==> src/rtl/segpage_pkg.sv <==
package segpage_pkg;

  typedef enum logic [1:0] {
    WALK_IDLE,
    WALK_SEG,
    WALK_PAGE,
    WALK_DONE
  } walkState_t;

  typedef struct packed {
    logic captureVa;
    logic capturePtBase;
    logic capturePhys;
    logic usePageAddr;
    logic readActive;
    logic walkBusy;
    logic walkDone;
  } walkStrobes_t;

endpackage

==> src/rtl/segpage_ctrl.sv <==
module segpage_ctrl
  import segpage_pkg::*;
(
  input  logic         clk,
  input  logic         rstN,
  input  logic         startIn,
  input  logic         memValid,
  output walkStrobes_t strobes,
  output logic         busy,
  output logic         done,
  output logic         memReq
);

  walkState_t state, stateNext;

  always_ff @(posedge clk) begin
    if (!rstN) state <= WALK_IDLE;
    else       state <= stateNext;
  end

  always_comb begin
    stateNext = state;
    strobes   = '0;
    unique case (state)
      WALK_IDLE: begin
        if (startIn) begin
          strobes.captureVa = 1'b1;
          stateNext         = WALK_SEG;
        end
      end
      WALK_SEG: begin
        strobes.readActive = 1'b1;
        if (memValid) begin
          strobes.capturePtBase = 1'b1;
          stateNext             = WALK_PAGE;
        end
      end
      WALK_PAGE: begin
        strobes.readActive  = 1'b1;
        strobes.usePageAddr = 1'b1;
        if (memValid) begin
          strobes.capturePhys = 1'b1;
          stateNext           = WALK_DONE;
        end
      end
      WALK_DONE: begin
        strobes.walkDone = 1'b1;
        stateNext        = WALK_IDLE;
      end
      default: stateNext = WALK_IDLE;
    endcase
    strobes.walkBusy = (state != WALK_IDLE);
  end

  assign busy   = (state != WALK_IDLE);
  assign done   = (state == WALK_DONE);
  assign memReq = (state == WALK_SEG) || (state == WALK_PAGE);

  p_done_pulse_r7: assert property (@(posedge clk) disable iff (!rstN)
    done |=> !done);

  p_idle_after_done_r8: assert property (@(posedge clk) disable iff (!rstN)
    done |=> !busy);

  p_req_wait_r6: assert property (@(posedge clk) disable iff (!rstN)
    (memReq && !memValid) |=> memReq);

  p_seg_then_page_r6: assert property (@(posedge clk) disable iff (!rstN)
    (state == WALK_SEG && memValid) |=> (state == WALK_PAGE && memReq));

  p_start_opens_read_r6: assert property (@(posedge clk) disable iff (!rstN)
    (!busy && startIn) |=> (memReq && busy));

endmodule

==> src/rtl/segpage_dp.sv <==
module segpage_dp
  import segpage_pkg::*;
#(
  parameter int ADDR_W = 16,
  parameter int SEG_W  = 4,
  parameter int PAGE_W = 4,
  parameter int OFF_W  = 8,
  parameter int DISP_W = 4,
  parameter int SEL_W  = 2
) (
  input  logic                 clk,
  input  logic                 rstN,
  input  walkStrobes_t         strobes,
  input  logic [SEL_W-1:0]     baseSel,
  input  logic [SEL_W-1:0]     indexSel,
  input  logic [DISP_W-1:0]    disp,
  input  logic                 regWrEn,
  input  logic [SEL_W+1:0]     regWrTarget,
  input  logic [ADDR_W-1:0]    regWrData,
  input  logic                 memValid,
  input  logic [ADDR_W-1:0]    memRdata,
  output logic [ADDR_W-1:0]    memAddr,
  output logic [ADDR_W-1:0]    physAddr
);

  localparam int VA_W     = SEG_W + PAGE_W + OFF_W;
  localparam int NUM_REGS = 1 << SEL_W;
  localparam int TGT_W    = SEL_W + 2;

  logic [NUM_REGS-1:0][VA_W-1:0] baseRegs;
  logic [NUM_REGS-1:0][VA_W-1:0] indexRegs;
  logic [ADDR_W-1:0]             stbrReg;
  logic [VA_W-1:0]               vaReg;
  logic [ADDR_W-1:0]             ptBaseReg;
  logic [ADDR_W-1:0]             physReg;

  logic wrAllowed;
  logic wrStbr;
  logic wrIndexBank;
  logic [SEL_W-1:0] wrSlot;

  assign wrAllowed   = regWrEn && !strobes.walkBusy;
  assign wrStbr      = regWrTarget[TGT_W-1];
  assign wrIndexBank = regWrTarget[TGT_W-2];
  assign wrSlot      = regWrTarget[SEL_W-1:0];

  for (genvar g = 0; g < NUM_REGS; g++) begin : g_regfile
    always_ff @(posedge clk) begin
      if (!rstN) begin
        baseRegs[g]  <= '0;
        indexRegs[g] <= '0;
      end else if (wrAllowed && !wrStbr && wrSlot == SEL_W'(g)) begin
        if (wrIndexBank) indexRegs[g] <= regWrData[VA_W-1:0];
        else             baseRegs[g]  <= regWrData[VA_W-1:0];
      end
    end
  end

  always_ff @(posedge clk) begin
    if (!rstN)                  stbrReg <= '0;
    else if (wrAllowed && wrStbr) stbrReg <= regWrData;
  end

  logic [VA_W-1:0] vaNext;
  assign vaNext = baseRegs[baseSel] + indexRegs[indexSel]
                + {{(VA_W-DISP_W){1'b0}}, disp};

  logic [SEG_W-1:0]  segField;
  logic [PAGE_W-1:0] pageField;
  logic [OFF_W-1:0]  offField;
  assign segField  = vaReg[VA_W-1 -: SEG_W];
  assign pageField = vaReg[OFF_W +: PAGE_W];
  assign offField  = vaReg[OFF_W-1:0];

  always_ff @(posedge clk) begin
    if (!rstN) begin
      vaReg     <= '0;
      ptBaseReg <= '0;
      physReg   <= '0;
    end else begin
      if (strobes.captureVa)     vaReg     <= vaNext;
      if (strobes.capturePtBase) ptBaseReg <= memRdata;
      if (strobes.capturePhys)
        physReg <= memRdata + {{(ADDR_W-OFF_W){1'b0}}, offField};
    end
  end

  assign memAddr = strobes.usePageAddr
                 ? ptBaseReg + {{(ADDR_W-PAGE_W){1'b0}}, pageField}
                 : stbrReg   + {{(ADDR_W-SEG_W){1'b0}},  segField};
  assign physAddr = physReg;

  p_addr_hold_r6: assert property (@(posedge clk) disable iff (!rstN)
    (strobes.readActive && !memValid) |=> $stable(memAddr));

  p_phys_only_at_done_r7: assert property (@(posedge clk) disable iff (!rstN)
    !$stable(physAddr) |-> strobes.walkDone);

  p_regs_frozen_r9: assert property (@(posedge clk) disable iff (!rstN)
    strobes.walkBusy |=> ($stable(stbrReg) && $stable(baseRegs) && $stable(indexRegs)));

endmodule

==> src/rtl/segpage_xlate.sv <==
module segpage_xlate
  import segpage_pkg::*;
#(
  parameter int ADDR_W = 16,
  parameter int SEG_W  = 4,
  parameter int PAGE_W = 4,
  parameter int OFF_W  = 8,
  parameter int DISP_W = 4,
  parameter int SEL_W  = 2
) (
  input  logic              clk,
  input  logic              rstN,
  input  logic              startIn,
  input  logic [SEL_W-1:0]  baseSel,
  input  logic [SEL_W-1:0]  indexSel,
  input  logic [DISP_W-1:0] disp,
  input  logic              regWrEn,
  input  logic [SEL_W+1:0]  regWrTarget,
  input  logic [ADDR_W-1:0] regWrData,
  output logic              memReq,
  output logic [ADDR_W-1:0] memAddr,
  input  logic              memValid,
  input  logic [ADDR_W-1:0] memRdata,
  output logic              busy,
  output logic              done,
  output logic [ADDR_W-1:0] physAddr
);

  walkStrobes_t strobes;

  segpage_ctrl u_ctrl (
    .clk      (clk),
    .rstN     (rstN),
    .startIn  (startIn),
    .memValid (memValid),
    .strobes  (strobes),
    .busy     (busy),
    .done     (done),
    .memReq   (memReq)
  );

  segpage_dp #(
    .ADDR_W (ADDR_W),
    .SEG_W  (SEG_W),
    .PAGE_W (PAGE_W),
    .OFF_W  (OFF_W),
    .DISP_W (DISP_W),
    .SEL_W  (SEL_W)
  ) u_dp (
    .clk         (clk),
    .rstN        (rstN),
    .strobes     (strobes),
    .baseSel     (baseSel),
    .indexSel    (indexSel),
    .disp        (disp),
    .regWrEn     (regWrEn),
    .regWrTarget (regWrTarget),
    .regWrData   (regWrData),
    .memValid    (memValid),
    .memRdata    (memRdata),
    .memAddr     (memAddr),
    .physAddr    (physAddr)
  );

endmodule

==> config.mk <==
export PLATFORM = sky130hd
export DESIGN_NAME = segpage_xlate
export DESIGN_NICKNAME = d
export VERILOG_FILES = /design/src/rtl/segpage_pkg.sv /design/src/rtl/segpage_ctrl.sv /design/src/rtl/segpage_dp.sv /design/src/rtl/segpage_xlate.sv
export SDC_FILE = /design/constraint.sdc
export NUM_CORES = 1
export LEC_CHECK = 0
export BUFFER_PORTS_ARGS = -buffer_cell sky130_fd_sc_hd__buf_2
export CORE_MARGIN = 2
export CORE_UTILIZATION = 40
export DETAILED_ROUTE_END_ITERATION = 12
export PLACE_DENSITY = 0.58
export SLEW_MARGIN = 25
export SYNTH_ARGS = -nofsm -noshare
export SYNTH_HDL_FRONTEND = slang
export SYNTH_SLANG_ARGS = --single-unit
==> constraint.sdc <==
create_clock -name clk -period 3.3 [get_ports clk]
set_input_delay 0.165 -clock clk [delete_from_list [all_inputs] [get_ports clk]]
set_output_delay 0.165 -clock clk [all_outputs]
set_load 0.02 [all_outputs]
### Yosys cells after proc, flatten, opt, wreduce, memory -nomap -nowiden

Index checks and enable logic that the tools add are counted.

| storage, ports and cells | value |
|---|---|
| flip-flop bits (word level) | 194 |
| output and inout port bits | 35 |
| input port bits | 49 |
| word-level logic and storage cells | 66 |

| cells by class | value |
|---|---|
| mux-type cells | 14 |
| add/sub/neg operators | 5 |
| reductions and logical operators | 22 |
| bitwise operators | 1 |
| magnitude comparators | 2 |
| eq/ne operators | 9 |

Operator list:

| kind | number |
|---|---|
| $bmux 16 s2 | 2 |
| $add 16x4->16 | 3 |
| $mux 16 | 3 |
| $add 16x16->16 | 1 |
| $add 16x8->16 | 1 |
| $reduce_and 2->1 | 8 |
| $eq 2x2->1 const B | 4 |
| $mux 2 | 4 |
| $pmux 2 s4 | 1 |
| $logic_and 1x1->1 | 7 |
| $lt 2x3->1 const B | 2 |
| $ne 2x2->1 const B | 3 |
| $eq 2x1->1 const B | 2 |
| $logic_not 2->1 | 2 |
| $mux 1 | 4 |
| $reduce_and 3->1 | 1 |
| $logic_not 1->1 | 2 |
| $reduce_bool 2->1 | 1 |
| $logic_or 1x1->1 | 1 |
| $not 1->1 | 1 |

### Logic depth before layout (Yosys ltp)

| logic depth | value |
|---|---|
| word-level depth | 6 |
| depth in mapped cells | 12 |
| mapped depth without buffers | 10 |

### Hierarchy

Synthesis repeated with hierarchy kept, for this count alone.

| second synthesis, totals | value |
|---|---|
| cells, all modules | 1117 |
| area total of the unflattened synthesis | 10068.4 um2 |

Modules (own cells, without submodules):

| module | cells an instance | area each (um2) | times used | seq. area each (um2) |
|---|---|---|---|---|
| segpage_dp | 1094 | 9874.5 | 1 | 3843.7 |
| segpage_ctrl | 23 | 193.9 | 1 | 40.0 |

### Least setup slack after synthesis

Ideal clock, no wire load.

| timing | value |
|---|---|
| kind | input-to-reg |
| start point | input baseSel[0] |
| end point | register u_dp.vaReg[13] |
| cell stages on the path | 12 |
| data required time | 3.176 ns |
| buffers on the path | 2 |
| data arrival time | 3.235 ns |
| setup time | 0.124 ns |
| path slack | -0.059 ns |
| path through | buf_2 -> buf_2 -> mux4_2 -> fa_1 -> ha_1 -> fa_1 -> a21oi_1 -> nor2_1 -> nor3_1 -> o41a_1 -> xor2_1 -> o21ai_0 |

| between the ends | value |
|---|---|
| word-level cells in the longest chain between the ends | 4 |

Ends and longest elaborated chain:

| what | line | source |
|---|---|---|
| start, declared | segpage_xlate.sv:14 | `input logic [SEL_W-1:0] baseSel,` |
| $bmux 16 s2 | segpage_dp.sv:65 | `assign vaNext = baseRegs[baseSel] + indexRegs[indexSel]` |
| $mux 16 (not written as such) | segpage_dp.sv:65 |  |
| $add 16x16->16 | segpage_dp.sv:65 |  |
| $add 16x4->16 | segpage_dp.sv:66 | `+ {{(VA_W-DISP_W){1'b0}}, disp};` |
| end signal, assigned | segpage_dp.sv:81 | `if (strobes.captureVa) vaReg <= vaNext;` |
| end, declared | segpage_dp.sv:33 | `logic [VA_W-1:0] vaReg;` |

No other way between the ends. The select of a mux whose other input is x is not followed.
A chain may end at the register's enable or synchronous reset.

### Final worst setup path

| timing | value |
|---|---|
| start point | register u_dp.indexRegs[49] (netlist name) |
| end point | register u_dp.vaReg[13] |

| between the ends | value |
|---|---|
| word-level cells in the longest chain between the ends | 4 |

Ends and longest elaborated chain:

| what | line | source |
|---|---|---|
| start, declared | segpage_dp.sv:31 | `logic [NUM_REGS-1:0][VA_W-1:0] indexRegs;` |
| start signal, assigned by index | segpage_dp.sv:53 | `if (wrIndexBank) indexRegs[g] <= regWrData[VA_W-1:0];` |
| $bmux 16 s2 | segpage_dp.sv:65 |  |
| $mux 16 (not written as such) | segpage_dp.sv:65 |  |
| $add 16x16->16 | segpage_dp.sv:65 |  |
| $add 16x4->16 | segpage_dp.sv:66 |  |

No other way between the ends. The select of a mux whose other input is x is not followed.

==> impl_metrics.yaml <==
outcome:
  status: "finished clean"
drt:
  firstDrtPassIters: 5
  postRouteAntennaNets: 0
  vias: 8156
  wl_per_cell_um: 16.7
  drc: 0
  vias_per_cell: 5.22
  drt_iter0_drc: 472
  wl_um: 26100
synth:
  synth_flop_cell: "dfxtp_1"
  synth_edf_count: 0
  ys_ff_latch: 194
  synth_cells: 1172
  synth_nets: 1275
  async_flop_share_pct: 0
  avgSynthCellArea_um2: 8.49
  seq_area_frac_synth_pct: 39.0
  yosysWarnings: 0
  synth.cell_area_um2: 9950
  yosys.cell_types.count: 58
global_route:
  grt_overflow: 0
  top_usage_layer: "met2"
  antenna_found_initial: 0
  grt_max_degree: 104
  grt_pass1_wl_um: 42100
  use_met1_pct: 26.5
  grt_pass1_vias: 7845
  grt_use_total_pct: 20.3
  met3_usage_pct: 2.81
  use_met2_pct: 35.5
sta:
  clock_skew_ns: 0.0112
  slew_headroom_pct: 43.5
  fin_tns_setup_ns: 0
  fmax_mhz: 328
  rsz0062_at_grt: "false"
  finalSetupViolations: 0
  slew_violations: 0
  hold_viol: 0
  finalCritPeriodShare_pct: 92.4
  period_minus_slack_ns: 3.05
  whs_ns: 0.0220
  setup_ws_ns: 0.250
  tightest_slew_ns: 0.848
placed_design:
  placed_area_um2: 10600
  routabilityCongestion: 0.850
  dp_cells: 1519
  place_ws_ns: 0.0994
  dp_hpwl_um: 18400
  portBuffers: 83
layout:
  fin_util_pct: 46.3
  layout.nets: 1329
  final_cells: 1563
  diodes: 0
  drive_above_1_share_pct: 14.4
  area_delta_synth_final_pct: 13.6
  fin_area_um2: 11300
power_and_ir_drop:
  switchingPower_mw: 1.79
  p_leak_nw: 4.20
  pwr-share-seq_pct: 44.4
  vdd_drop_max_mv: 0.274
  power_frac_comb_pct: 18.2
  p_per_area_nw_per_um2: 516
  power.total_mw: 5.83
  swShare_pct: 30.7
  internal_power_mw: 4.04
  clockPowerShare_pct: 37.5
setup_path:
  critPathCaptureType: "flip-flop"
  worstSetupPathType: "reg2reg"
  reg2reg_depth: 11
  required_ns: 3.62
  cp.arrival_ns: 3.37
  startpoint_type: "flip-flop"
  critPathMaxFanout: 4
job:
  drv_cap: 0
cts:
  cts_buffers: 17
  clock-sinks: 194
  clkSlewWorstSetupHoldPaths_ns: 0.08
  clock_latency_ns: 0.44
  cts_tree: "done"
  clock_path_buffers: 2
  htree_levels: 4
  cts-root-buf: "clkbuf_16"
hold_path:
  hold_path.class: "in2reg"
  min_path_cells: 3
die:
  rows: 57
  die_x_um: 162
  die_h_um: 162
  pin_count: 84
  initial_utilization_pct: 40.8
  coreArea_um2: 24400
  dieArea_um2: 26100
## Yosys cell counts (26+ instances only)
cell type  instances  share of area [%]
a21oi_1          164                8.3
buf_2             26                1.3
clkbuf_1          46                1.7
dfxtp_1          194                 39
ha_1              46                5.8
mux2i_1           40                4.0
mux4_2            32                7.2
nand2_1          302                 11
nand3_1           27                1.4
nor2_1            77                2.9
xnor2_1           32                2.8
## cells in the final DEF, fill, tap and decap left out, types with 7 or more instances in the layout
master,count
nor2b_1,8
a21o_1,7
nor3_1,9
nand2_1,302
fa_1,8
clkbuf_16,17
nand4_1,9
o21a_1,8
ha_1,46
a211oi_1,8
buf_2,83
mux2i_1,40
xnor2_1,32
nor2_1,77
mux4_2,32
nand3_1,27
a21oi_1,164
o21ai_0,19
xor2_1,14
dfxtp_1,194
inv_1,19
buf_4,20
dlygate4sd3_1,12
## sequential cells by signal, summed over array words and instances (netlist names)
name and count:
u_dp.vaReg 16, u_dp.physAddr 16, u_dp.indexRegs 64, u_dp.stbrReg 16
u_dp.baseRegs 64, u_ctrl.state 2, u_dp.ptBaseReg 16
## worst paths after layout
path                                         start           endpoint  slack, ns
worst max-delay path            u_dp.indexRegs[49]     u_dp.vaReg[13]       0.25
worst min-delay path                   memRdata[8]  u_dp.ptBaseReg[8]       0.02
worst max register to register  u_dp.indexRegs[49]     u_dp.vaReg[13]       0.25
worst min register to register    u_dp.physAddr[4]   u_dp.physAddr[4]       0.45
## kinds of logic after synthesis
family | count (synthesis) | share of synthesized area, %
compound gates | 234 | 13.2
mux | 73 | 11.4
xor+xnor | 46 | 4.05
flops | 194 | 39.0
simple gates | 470 | 20.3
buf+inv | 101 | 4.63
fa+ha+maj | 54 | 7.40
## routing by layer
metal | part of all wire (%) | vias to the layer above
met3 | 3.1 | 17
met5 | 0 | -
met1 | 47 | 3898
li1 | - | 4110
met4 | 1.2 | 0
met2 | 49 | 131
## what timing repair did
item	in CTS	in global routing
setup buffers	0	0
hold buffers	12	0
endpoints found under the hold margin	12	0
gates resized for setup	0	0
## cell type report
cell class,instances,area (µm²)
Fill cell,2482,13100
Inverter,20,77.6
Timing Repair Buffer,116,706
Sequential cell,194,3880
Tap cell,324,405
Clock inverter,12,166
Multi-Input combinational cell,877,5610
Clock buffer,20,447
## power by group through the flow
stage               Clock, mW  Combinational, mW  Sequential, mW
floorplan                   0              0.722            2.64
global placement            0               1.05            2.63
detailed placement          0               1.06            2.64
CTS                      2.23               1.07            2.58
global route             2.32               1.18            2.60
finish                   2.18               1.06            2.58
## worst max-delay path, stage by stage, from the launching register on
cell     delay [ns]
dfxtp_1        0.32
mux4_2         0.48
fa_1           0.49
ha_1           0.25
fa_1           0.40
a21oi_1        0.19
nor2_1         0.10
nor3_1         0.18
buf_4          0.16
o41a_1         0.14
xor2_1         0.14
o21ai_0        0.08
Note: power is estimated with default switching activity, not from simulation.
